$ cat src/rtl/rpq_pkg.sv
`timescale 1ns/1ps
package rpq_pkg;

   // summing structure used for the ones count
   typedef enum logic [0:0] {
      RPQ_SUM_CHAIN = 1'b0,
      RPQ_SUM_TREE  = 1'b1
   } rpq_sum_e;

   // width needed to hold a count from 0 to n inclusive
   function automatic int rpq_count_w(input int n);
      return $clog2(n + 1);
   endfunction

endpackage

$ cat src/rtl/rpq_sampler.sv
`timescale 1ns/1ps
module rpq_sampler #(
   parameter int N_STAGES = 31
) (
   input  logic                clk,
   input  logic                rst,
   input  logic [N_STAGES-1:0] taps_in,
   output logic [N_STAGES-1:0] smp_new,
   output logic [N_STAGES-1:0] smp_old,
   output logic                pair_ok
);

   localparam int FILL_W    = 2;
   localparam int FILL_FULL = 2;

   logic [FILL_W-1:0] fill_q;

   // two-deep phase history
   always_ff @(posedge clk) begin
      if (rst) begin
         smp_new <= '0;
         smp_old <= '0;
      end else begin
         smp_new <= taps_in;
         smp_old <= smp_new;
      end
   end

   // saturating count of samples stored since reset
   always_ff @(posedge clk) begin
      if (rst) begin
         fill_q <= '0;
      end else if (fill_q != FILL_W'(FILL_FULL)) begin
         fill_q <= fill_q + FILL_W'(1);
      end
   end

   assign pair_ok = (fill_q == FILL_W'(FILL_FULL));

endmodule

$ cat src/rtl/rpq_popcount.sv
`timescale 1ns/1ps
module rpq_popcount #(
   parameter int                N_STAGES  = 31,
   parameter rpq_pkg::rpq_sum_e SUM_STYLE = rpq_pkg::RPQ_SUM_TREE,
   localparam int               COUNT_W   = rpq_pkg::rpq_count_w(N_STAGES)
) (
   input  logic [N_STAGES-1:0] vec_in,
   output logic [COUNT_W-1:0]  count_out
);

   if (SUM_STYLE == rpq_pkg::RPQ_SUM_CHAIN) begin : g_chain
      // serial accumulation, one adder per stage
      always_comb begin
         count_out = '0;
         for (int i = 0; i < N_STAGES; i++) begin
            count_out = count_out + COUNT_W'(vec_in[i]);
         end
      end
   end else begin : g_tree
      // partial sums over groups of four, then a short accumulation
      localparam int GRP    = 4;
      localparam int NGRP   = (N_STAGES + GRP - 1) / GRP;
      localparam int PADW   = NGRP * GRP;
      localparam int PART_W = $clog2(GRP + 1);

      logic [PADW-1:0]   padded;
      logic [PART_W-1:0] part [NGRP];

      always_comb begin
         padded                = '0;
         padded[N_STAGES-1:0]  = vec_in;
      end

      for (genvar g = 0; g < NGRP; g++) begin : g_grp
         assign part[g] = PART_W'(padded[g*GRP])
                        + PART_W'(padded[g*GRP+1])
                        + PART_W'(padded[g*GRP+2])
                        + PART_W'(padded[g*GRP+3]);
      end

      always_comb begin
         count_out = '0;
         for (int g = 0; g < NGRP; g++) begin
            count_out = count_out + COUNT_W'(part[g]);
         end
      end
   end

endmodule

$ cat src/rtl/rpq_out_stage.sv
`timescale 1ns/1ps
module rpq_out_stage #(
   parameter int  N_STAGES = 31,
   localparam int COUNT_W  = rpq_pkg::rpq_count_w(N_STAGES)
) (
   input  logic                clk,
   input  logic                rst,
   input  logic                pair_ok,
   input  logic [N_STAGES-1:0] vec_in,
   input  logic [COUNT_W-1:0]  count_in,
   output logic                out_valid,
   output logic [COUNT_W-1:0]  out_count,
   output logic [N_STAGES-1:0] dac_enable
);

   // count and enable vector leave the block on the same edge
   always_ff @(posedge clk) begin
      if (rst) begin
         out_valid  <= 1'b0;
         out_count  <= '0;
         dac_enable <= '0;
      end else if (pair_ok) begin
         out_valid  <= 1'b1;
         out_count  <= count_in;
         dac_enable <= vec_in;
      end
   end

endmodule

$ cat src/rtl/ring_phase_quantizer.sv
`timescale 1ns/1ps
module ring_phase_quantizer #(
   parameter int                N_STAGES  = 31,
   parameter rpq_pkg::rpq_sum_e SUM_STYLE = rpq_pkg::RPQ_SUM_TREE,
   localparam int               COUNT_W   = rpq_pkg::rpq_count_w(N_STAGES)
) (
   input  logic                clk,
   input  logic                rst,
   input  logic [N_STAGES-1:0] phase_taps,
   output logic                out_valid,
   output logic [COUNT_W-1:0]  out_count,
   output logic [N_STAGES-1:0] dac_enable
);

   // elaboration-time parameter checks
   if (N_STAGES < 3) begin : g_bad_stages
      $error("ring_phase_quantizer: N_STAGES must be at least 3");
   end
   if (COUNT_W < 2) begin : g_bad_width
      $error("ring_phase_quantizer: derived count width too small");
   end

   logic [N_STAGES-1:0] smp_new;
   logic [N_STAGES-1:0] smp_old;
   logic                pair_ok;
   logic [N_STAGES-1:0] toggled;
   logic [COUNT_W-1:0]  toggle_cnt;

   rpq_sampler #(
      .N_STAGES (N_STAGES)
   ) u_sampler (
      .clk     (clk),
      .rst     (rst),
      .taps_in (phase_taps),
      .smp_new (smp_new),
      .smp_old (smp_old),
      .pair_ok (pair_ok)
   );

   // one comparator per delay stage
   for (genvar s = 0; s < N_STAGES; s++) begin : g_stage_cmp
      assign toggled[s] = smp_new[s] ^ smp_old[s];
   end

   rpq_popcount #(
      .N_STAGES  (N_STAGES),
      .SUM_STYLE (SUM_STYLE)
   ) u_popcount (
      .vec_in    (toggled),
      .count_out (toggle_cnt)
   );

   rpq_out_stage #(
      .N_STAGES (N_STAGES)
   ) u_out_stage (
      .clk        (clk),
      .rst        (rst),
      .pair_ok    (pair_ok),
      .vec_in     (toggled),
      .count_in   (toggle_cnt),
      .out_valid  (out_valid),
      .out_count  (out_count),
      .dac_enable (dac_enable)
   );

endmodule

$ cat config.mk
export PLATFORM = sky130hd
export DESIGN_NAME = ring_phase_quantizer
export DESIGN_NICKNAME = d
export VERILOG_FILES = /design/src/rtl/rpq_pkg.sv /design/src/rtl/rpq_sampler.sv /design/src/rtl/rpq_popcount.sv /design/src/rtl/rpq_out_stage.sv /design/src/rtl/ring_phase_quantizer.sv
export SDC_FILE = /design/constraint.sdc
export NUM_CORES = 1
export LEC_CHECK = 0
export CELL_PAD_IN_SITES_DETAIL_PLACEMENT = 1
export CELL_PAD_IN_SITES_GLOBAL_PLACEMENT = 2
export CORE_MARGIN = 2
export CORE_UTILIZATION = 41
export DETAILED_ROUTE_END_ITERATION = 16
export DONT_BUFFER_PORTS = 1
export PLACE_DENSITY = 0.87
export SYNTH_ARGS = -nofsm -noshare
export SYNTH_HDL_FRONTEND = slang
export SYNTH_SLANG_ARGS = --single-unit
$ cat constraint.sdc
create_clock -name clk -period 7.2 [get_ports clk]
set_input_delay 1.44 -clock clk [delete_from_list [all_inputs] [get_ports clk]]
set_output_delay 1.44 -clock clk [all_outputs]
set_load 0.05 [all_outputs]
==> summary.md, run 1 <==
| Metric | Value |
|---|---|
| Status | complete, no violations |
| Area share of the largest cell type after synthesis | 0.470 |
| CTS tree | done |
| Yosys top cell by area | dfxtp_1 |
| Violation count after the first detailed-route iteration | 62 |
| Worst Tran Pin Value | 605 ps |
| Largest net degree at the start of global routing | 103 |
| Switching Power | 792 uW |
| Distinct cells, synth | 21 |
| Fin cells | 528 |
| Top post-synthesis cells by area | dfxtp_1 (47%), fa_1 (9.8%), nor2b_1 (9.0%), ha_1 (8.7%), mux2i_1 (6.0%) |
| # H-tree levels | 3 |
| #FFs+latches synth | 101 |
| Fin. Hold Viols | 0 |
| Via count | 2434 |
| CP arrival | 5580 ps |
| Post-Route Setup TNS | 0 ps |
| Synth Net Count | 477 |
| # rows | 37 |
| Die X | 106 um |
| Utilization after layout | 0.446 |
| Final wirelength | 7530 um |
| Overflow after GRT | 0 |
| Pwr Density | 411 nW/um^2 |
| Slew margin rel. | 0.596 |
| FF+latch area | 2020 um^2 |
| Final period util | 0.738 |
| TritonCTS Sinks | 101 |
| Pre-Repair DR Iteration Count | 4 |
| Internal | 1090 uW |
| Comb pwr share | 0.391 |
| DRT antenna net count | 0 |
| Min Tclk post-route | 5310 ps |
| Avg WL per Cell | 14.3 um |
| DP HPWL | 5550 um |
| Initial core utilization | 0.419 |
| Synth Warn # | 0 |
| Via density | 4.61 |
| Unrepaired setup endpoints after global routing | no |
| Final Slew Violations | 0 |
| Core Footprint | 10300 um^2 |
| DRC viols | 0 |
| Area occupied by multi-input gates | 2060 um^2 |
| Post-cts resize count | 0 |
| Placed cell count | 513 |
| Die area | 11300 um^2 |
| Fin nets | 472 |
| Vias in the first global route | 2754 |
| Hold path start | u_sampler.smp_new[28]$_SDFF_PP0_ |
| R2r worst-path depth | 18 |
| Routability cong. | 0.721 |
| Fmax | 188 MHz |
| Die Ht | 106 um |
| Sw Share | 0.420 |
| I/O pins | 70 |
| CTS buffer count | 9 |
| Fin Clk Skew | 11.4 ps |
| Fillers | 1146 |
| Crit. End Element | flop |
| Gr usage total | 0.145 |
| Min-Delay Endpoint | u_sampler.smp_old[28]$_SDFF_PP0_ |
| CTS Hold Bufs | 0 |
| Clock Tree Buf Depth | 2 |
| Antenna Cells | 0 |
| Clk network pwr share | 0.172 |
| Worst r2r src | u_sampler.smp_new[5]$_SDFF_PP0_ |
| Max VDD drop | 0.174 mV |
| Setup repair bufs after CTS | 0 |
| Initial antenna violation count | 0 |
| CTS Root Cell | clkbuf_8 |
| Layout cells sized above 1 | 0.0434 |
| P_leak | 0.00205 uW |
| CTS clk-pin slew, worst paths | 100 ps |
| Worst Path Required | 7460 ps |
| Crit path kind | reg2reg |
| Reg power frac | 0.438 |
| Global-route wire length before repair | 13000 um |
| Reg-to-Reg End | u_out_stage.out_count[3]$_SDFFE_PP0N_ |
| Area delta synth->final | 6.60% |
| Mean Syn Cell Area | 11.0 um^2 |
| Clock latency on the worst-skew pair | 360 ps |
| HP Class | reg2reg |
| Post-Syn Area | 4300 um^2 |
| Sequential element share of the synthesized area | 0.470 |
| Gate Count Post-Synth | 393 |
| Worst hold stages | 1 |
| Reg2reg setup slack | 1890 ps |
| CP startpoint kind | flop |
| Max FO, Critical Path | 2 |
| Total of max-cap violations | 0 |
| Final setup violation count | 0 |
| Port Buffers | 0 |
## worst max-delay path: stages (launching register included)
cell,delay [ps]
dfxtp_1,360
xor2_1,220
ha_1,290
fa_1,390
ha_1,300
inv_1,60
fa_1,540
inv_1,60
fa_1,530
inv_1,50
fa_1,440
fa_1,530
inv_1,60
fa_1,570
inv_1,70
fa_1,430
xnor2_1,130
mux2i_1,140
nor2_1,50
## worst max path at each step
stage	cells past startpoint	to	slack (ps)	start
global placement	18	u_out_stage.out_count[3]$_SDFFE_PP0N_	2010	u_sampler.smp_new[4]$_SDFF_PP0_
finish	18	u_out_stage.out_count[3]$_SDFFE_PP0N_	1890	u_sampler.smp_new[5]$_SDFF_PP0_
floorplan	18	u_out_stage.out_count[3]$_SDFFE_PP0N_	2130	u_sampler.smp_new[4]$_SDFF_PP0_
detailed placement	18	u_out_stage.out_count[3]$_SDFFE_PP0N_	1810	u_sampler.smp_new[5]$_SDFF_PP0_
CTS	18	u_out_stage.out_count[3]$_SDFFE_PP0N_	1820	u_sampler.smp_new[5]$_SDFF_PP0_
global route	19	u_out_stage.out_count[4]$_SDFFE_PP0N_	1580	u_sampler.smp_new[1]$_SDFF_PP0_
## flip-flops by register name (all words and copies together), names as in the netlist
| signal | count |
|---|---|
| u_sampler.smp_new | 31 |
| u_out_stage.dac_enable | 31 |
| u_out_stage.out_valid | 1 |
| u_sampler.smp_old | 31 |
| u_sampler.fill_q | 2 |
| u_out_stage.out_count | 5 |
## power by group through the flow
stage,clock [uW],combinational (uW),sequential (uW)
floorplan,0,593,822
global placement,0,706,837
detailed placement,0,766,840
CTS,339,769,828
global route,361,878,834
finish,323,736,825
## synthesized netlist by cell type
library cell	count
a211o_1	1
a211oi_1	9
a21o_1	3
a21oi_1	3
buf_1	1
buf_2	6
clkbuf_1	10
dfxtp_1	101
fa_1	21
ha_1	30
inv_1	41
mux2i_1	26
nand2b_1	1
nand3_1	1
nor2_1	40
nor2b_1	62
nor3b_1	1
nor4bb_1	1
xnor2_1	10
xnor3_1	1
xor2_1	24
## layout make-up
cell class              count  share of cell area
well taps                 136              0.0371
repair buffers              1             0.00164
clock buffers              10              0.0300
multi-input cells         234               0.449
flip-flops and latches    101               0.441
clock inverters             5             0.00818
inverters                  41              0.0335
## metal layers
metal  GRT usage  share of wire  vias up
li1            -              -     1208
met3      0.0503          0.054        6
met5           0              0        -
met1       0.172           0.43     1173
met4      0.0445          0.012        0
met2       0.249           0.50       47
## cells in the final DEF, fill, tap and decap left out, types with 2 or more instances in the layout
cell / synthesis / layout
xnor2_1: 10 / 10
inv_1: 41 / 41
fa_1: 21 / 21
mux2i_1: 26 / 26
a21oi_1: 3 / 3
dfxtp_1: 101 / 101
ha_1: 30 / 29
nor2_1: 40 / 40
nor2b_1: 62 / 62
clkinvlp_4: 0 / 2
a211oi_1: 9 / 9
clkinv_4: 0 / 2
a21o_1: 3 / 3
clkbuf_8: 0 / 10
xor2_1: 24 / 24
## through the flow
stage	setup slack, ps	instance area, um^2	hold slack, ps	power (uW)
after CTS	1820	4590	480	1940
after floorplan	2130	4300	458	1420
after global routing	1580	4590	498	2070
final	1890	4590	477	1880
after global placement	2010	4410	461	1540
after detailed placement	1810	4410	465	1610
## cell families after synthesis
group / share of synthesized area
mux: 0.0605
buf+inv: 0.0523
simple gates: 0.132
xor+xnor: 0.0744
fa+ha+maj: 0.185
compound gates: 0.0265
flops: 0.470
Note: power is estimated with default switching activity, not from simulation.
==> inputs of run 2 (changes only) <==
--- a/config.mk
+++ b/config.mk
@@ -5,13 +5,14 @@
 export SDC_FILE = /design/constraint.sdc
 export NUM_CORES = 1
 export LEC_CHECK = 0
+export ABC_AREA = 1
 export CELL_PAD_IN_SITES_DETAIL_PLACEMENT = 1
 export CELL_PAD_IN_SITES_GLOBAL_PLACEMENT = 2
 export CORE_MARGIN = 2
-export CORE_UTILIZATION = 41
+export CORE_UTILIZATION = 37
 export DETAILED_ROUTE_END_ITERATION = 16
 export DONT_BUFFER_PORTS = 1
-export PLACE_DENSITY = 0.87
+export PLACE_DENSITY = 0.86
 export SYNTH_ARGS = -nofsm -noshare
 export SYNTH_HDL_FRONTEND = slang
 export SYNTH_SLANG_ARGS = --single-unit
==> constraint.sdc (replaced) <==
create_clock -name clk -period 5.3 [get_ports clk]
set_input_delay 1.06 -clock clk [delete_from_list [all_inputs] [get_ports clk]]
set_output_delay 1.06 -clock clk [all_outputs]
set_load 0.05 [all_outputs]
==> summary.md, run 2 <==
| Metric | Value |
|---|---|
| Hold path start | u_sampler.smp_new[11]$_SDFF_PP0_ (was u_sampler.smp_new[28]$_SDFF_PP0_) |
| Fin. Hold Viols | 0 (unchanged) |
| Top post-synthesis cells by area | dfxtp_1 (44%), inv_1 (12%), nor2_1 (11%), fa_1 (9.2%), ha_1 (8.2%) (was dfxtp_1 (47%), fa_1 (9.8%), nor2b_1 (9.0%), ha_1 (8.7%), mux2i_1 (6.0%)) |
| Fin nets | 629 (was 472) |
| Crit. End Element | flop (unchanged) |
| Reg2reg setup slack | 80 ps (was 1890 ps) |
| Clock Tree Buf Depth | 2 (unchanged) |
| Overflow after GRT | 0 (unchanged) |
| Synth Warn # | 0 (unchanged) |
| Global-route wire length before repair | 15000 um (was 13000 um) |
| Final wirelength | 9520 um (was 7530 um) |
| Utilization after layout | 0.422 (was 0.446) |
| Top cells by count, synth | inv_1 (142), nor2_1 (134), dfxtp_1 (101) (was dfxtp_1 (101), nor2b_1 (62), inv_1 (41)) |
| Post-Syn Area | 4580 um^2 (was 4300 um^2) |
| P_leak | 0.00268 uW (was 0.00205 uW) |
| CP startpoint kind | flop (unchanged) |
| Die Ht | 115 um (was 106 um) |
| Clock latency on the worst-skew pair | 350 ps (was 360 ps) |
| Worst r2r src | u_sampler.smp_old[5]$_SDFF_PP0_ (was u_sampler.smp_new[5]$_SDFF_PP0_) |
| Violation count after the first detailed-route iteration | 171 (was 62) |
| Most frequent cells in the layout | inv_1 (134), nor2_1 (132), dfxtp_1 (96) (was dfxtp_1 (101), nor2b_1 (62), inv_1 (41)) |
| Sequential element share of the synthesized area | 0.441 (was 0.470) |
| # rows | 40 (was 37) |
| Fmax | 191 MHz (was 188 MHz) |
| Placed cell count | 701 (was 513) |
| Worst Tran Pin Value | 548 ps (was 605 ps) |
| Final Slew Violations | 0 (unchanged) |
| TritonCTS Sinks | 101 (unchanged) |
| Die X | 115 um (was 106 um) |
| Top-count cell post-synth | inv_1 (was dfxtp_1) |
| Setup crit start | u_sampler.smp_old[5]$_SDFF_PP0_ (was u_sampler.smp_new[5]$_SDFF_PP0_) |
| HP Class | reg2reg (unchanged) |
| Gr usage total | 0.149 (was 0.145) |
| Initial antenna violation count | 0 (unchanged) |
| Biggest regs | u_out_stage.dac_enable (31), u_sampler.smp_new (31), u_sampler.smp_old (31) (unchanged) |
| Max VDD drop | 0.248 mV (was 0.174 mV) |
| CP arrival | 5480 ps (was 5580 ps) |
| CTS clk-pin slew, worst paths | 70 ps (was 100 ps) |
| CTS tree | done (unchanged) |
| I/O pins | 70 (unchanged) |
| Layout cells sized above 1 | 0.0964 (was 0.0434) |
| Synth Net Count | 634 (was 477) |
| Port Buffers | 0 (unchanged) |
| Vias in the first global route | 3127 (was 2754) |
| Area share of the largest cell type after synthesis | 0.441 (was 0.470) |
| #FFs+latches synth | 101 (unchanged) |
| Max FO, Critical Path | 2 (unchanged) |
| Fin Clk Skew | 5.74 ps (was 11.4 ps) |
| # H-tree levels | 3 (unchanged) |
| Most common cell after layout, fill and taps aside | inv_1 (was dfxtp_1) |
| Min Tclk post-route | 5220 ps (was 5310 ps) |
| DP HPWL | 6470 um (was 5550 um) |
| Via density | 4.24 (was 4.61) |
| DRT antenna net count | 0 (unchanged) |
| Post-synth EDFFs | 0 (unchanged) |
| Yosys top cell by area | dfxtp_1 (unchanged) |
| CTS Root Cell | clkbuf_16 (was clkbuf_8) |
| Slew margin rel. | 0.634 (was 0.596) |
| Initial core utilization | 0.380 (was 0.419) |
| Total of max-cap violations | 0 (unchanged) |
| CTS Hold Bufs | 0 (unchanged) |
| Dominant register cell in the synthesized netlist | dfxtp_1 (unchanged) |
| Worst hold stages | 2 (was 1) |
| Mean Syn Cell Area | 8.33 um^2 (was 11.0 um^2) |
| Gate Count Post-Synth | 550 (was 393) |
| DRC viols | 0 (unchanged) |
| Pwr Density | 628 nW/um^2 (was 411 nW/um^2) |
| Fin cells | 718 (was 528) |
| Via count | 3044 (was 2434) |
| Distinct cells, synth | 22 (was 21) |
| Antenna Cells | 0 (unchanged) |
| Routability cong. | 0.725 (was 0.721) |
| Die area | 13300 um^2 (was 11300 um^2) |
| Post-synthesis async set-or-reset flop share | 0 (unchanged) |
| Final setup violation count | 0 (unchanged) |
| Status | complete, no violations (unchanged) |
| Core Footprint | 12100 um^2 (was 10300 um^2) |
| CTS buffer count | 9 (unchanged) |
| Pre-Repair DR Iteration Count | 4 (unchanged) |
| Worst Path Required | 5550 ps (was 7460 ps) |
| Largest net degree at the start of global routing | 102 (was 103) |
| Unrepaired setup endpoints after global routing | yes (was no) |
| Area delta synth->final | 11.2% (was 6.60%) |
| Crit path kind | reg2reg (unchanged) |
| R2r worst-path depth | 23 (was 18) |
| Final period util | 0.986 (was 0.738) |
| Avg WL per Cell | 13.3 um (was 14.3 um) |
## run 2: cell types whose count changed after synthesis, sizes merged, moves of 24 or more
cell,before,now
nor2,40,134
mux2i,26,0
nor2b,62,0
inv,41,143
o21ai,0,24
nand2,0,33
## run 2: kinds of logic after synthesis
| kind of cell | share of synthesized area |
|---|---|
| AO/OA/AOI/OAI | 0.0396 |
| XOR/XNOR | 0.0612 |
| adder cells (fa/ha/maj) | 0.174 |
| buffers and inverters | 0.141 |
| flip-flops | 0.441 |
| AND/OR/NAND/NOR | 0.143 |
## run 2: worst paths after layout
kind | endpoint
setup / recovery | u_out_stage.out_count[4]$_SDFFE_PP0N_
hold / removal | u_sampler.smp_old[11]$_SDFF_PP0_
setup reg to reg | u_out_stage.out_count[4]$_SDFFE_PP0N_
hold reg to reg | u_sampler.smp_old[11]$_SDFF_PP0_
## run 2: report_power, final
group | switching, uW | leakage [uW] | internal (uW) | total, uW
sequential | 409 | 0.000834 | 882 | 1290
clock | 283 | 0.000134 | 329 | 612
combinational | 742 | 0.00171 | 557 | 1300
## run 2: repair_timing
| action | CTS | global route |
|---|---|---|
| gates cloned | 0 | 0 |
| buffers inserted | 0 | 1 |
| pin swaps | 8 | 17 |
| hold endpoints to repair | 0 | 0 |
| setup endpoints to repair | 3 | 3 |
| resized for setup | 12 | 21 |
## run 2: layout make-up
type                            count  area, um^2
Clock buffer                       10         239
Sequential cell                   101        2030
Timing Repair Buffer                3        22.5
Multi-Input combinational cell    287        2020
Inverter                          143         537
Tap cell                          168         210
Fill cell                        1431        6970
Clock inverter                      6        38.8
## run 2: stage by stage
stage               setup TNS, ps  setup WS (ps)  total power, uW  hold WS, ps  area (um^2)
finish                          0           75.6             3200          435         5090
global placement                0           3.26             2350          421         4700
floorplan                       0            117             2160          415         4580
global route                 -212           -137             3500          449         5090
CTS                             0           9.02             3060          437         5030
detailed placement           -281           -126             2410          426         4700
## run 2: layer usage
metal	up-vias	wire length [um]	global-route usage
li1	1552	-	-
met1	1430	4340	0.189
met2	50	4560	0.235
met3	12	423	0.0374
met4	0	197	0.0771
met5	-	0	0
## run 2: critical path: stages, from the launching register on
cell and delay, ps:
dfxtp_2 330, xor2_2 180, ha_1 360, fa_2 600, ha_4 160, inv_2 50, fa_2 350, or2_4 240
and2_4 150, ha_4 260, inv_2 30, fa_1 490, fa_1 530, inv_2 40, fa_1 520, ha_1 330
nand2_2 90, nor2_4 40, nor2_4 90, inv_1 50, nand2_1 50, nand3_1 60, nand2_1 90, inv_1 30
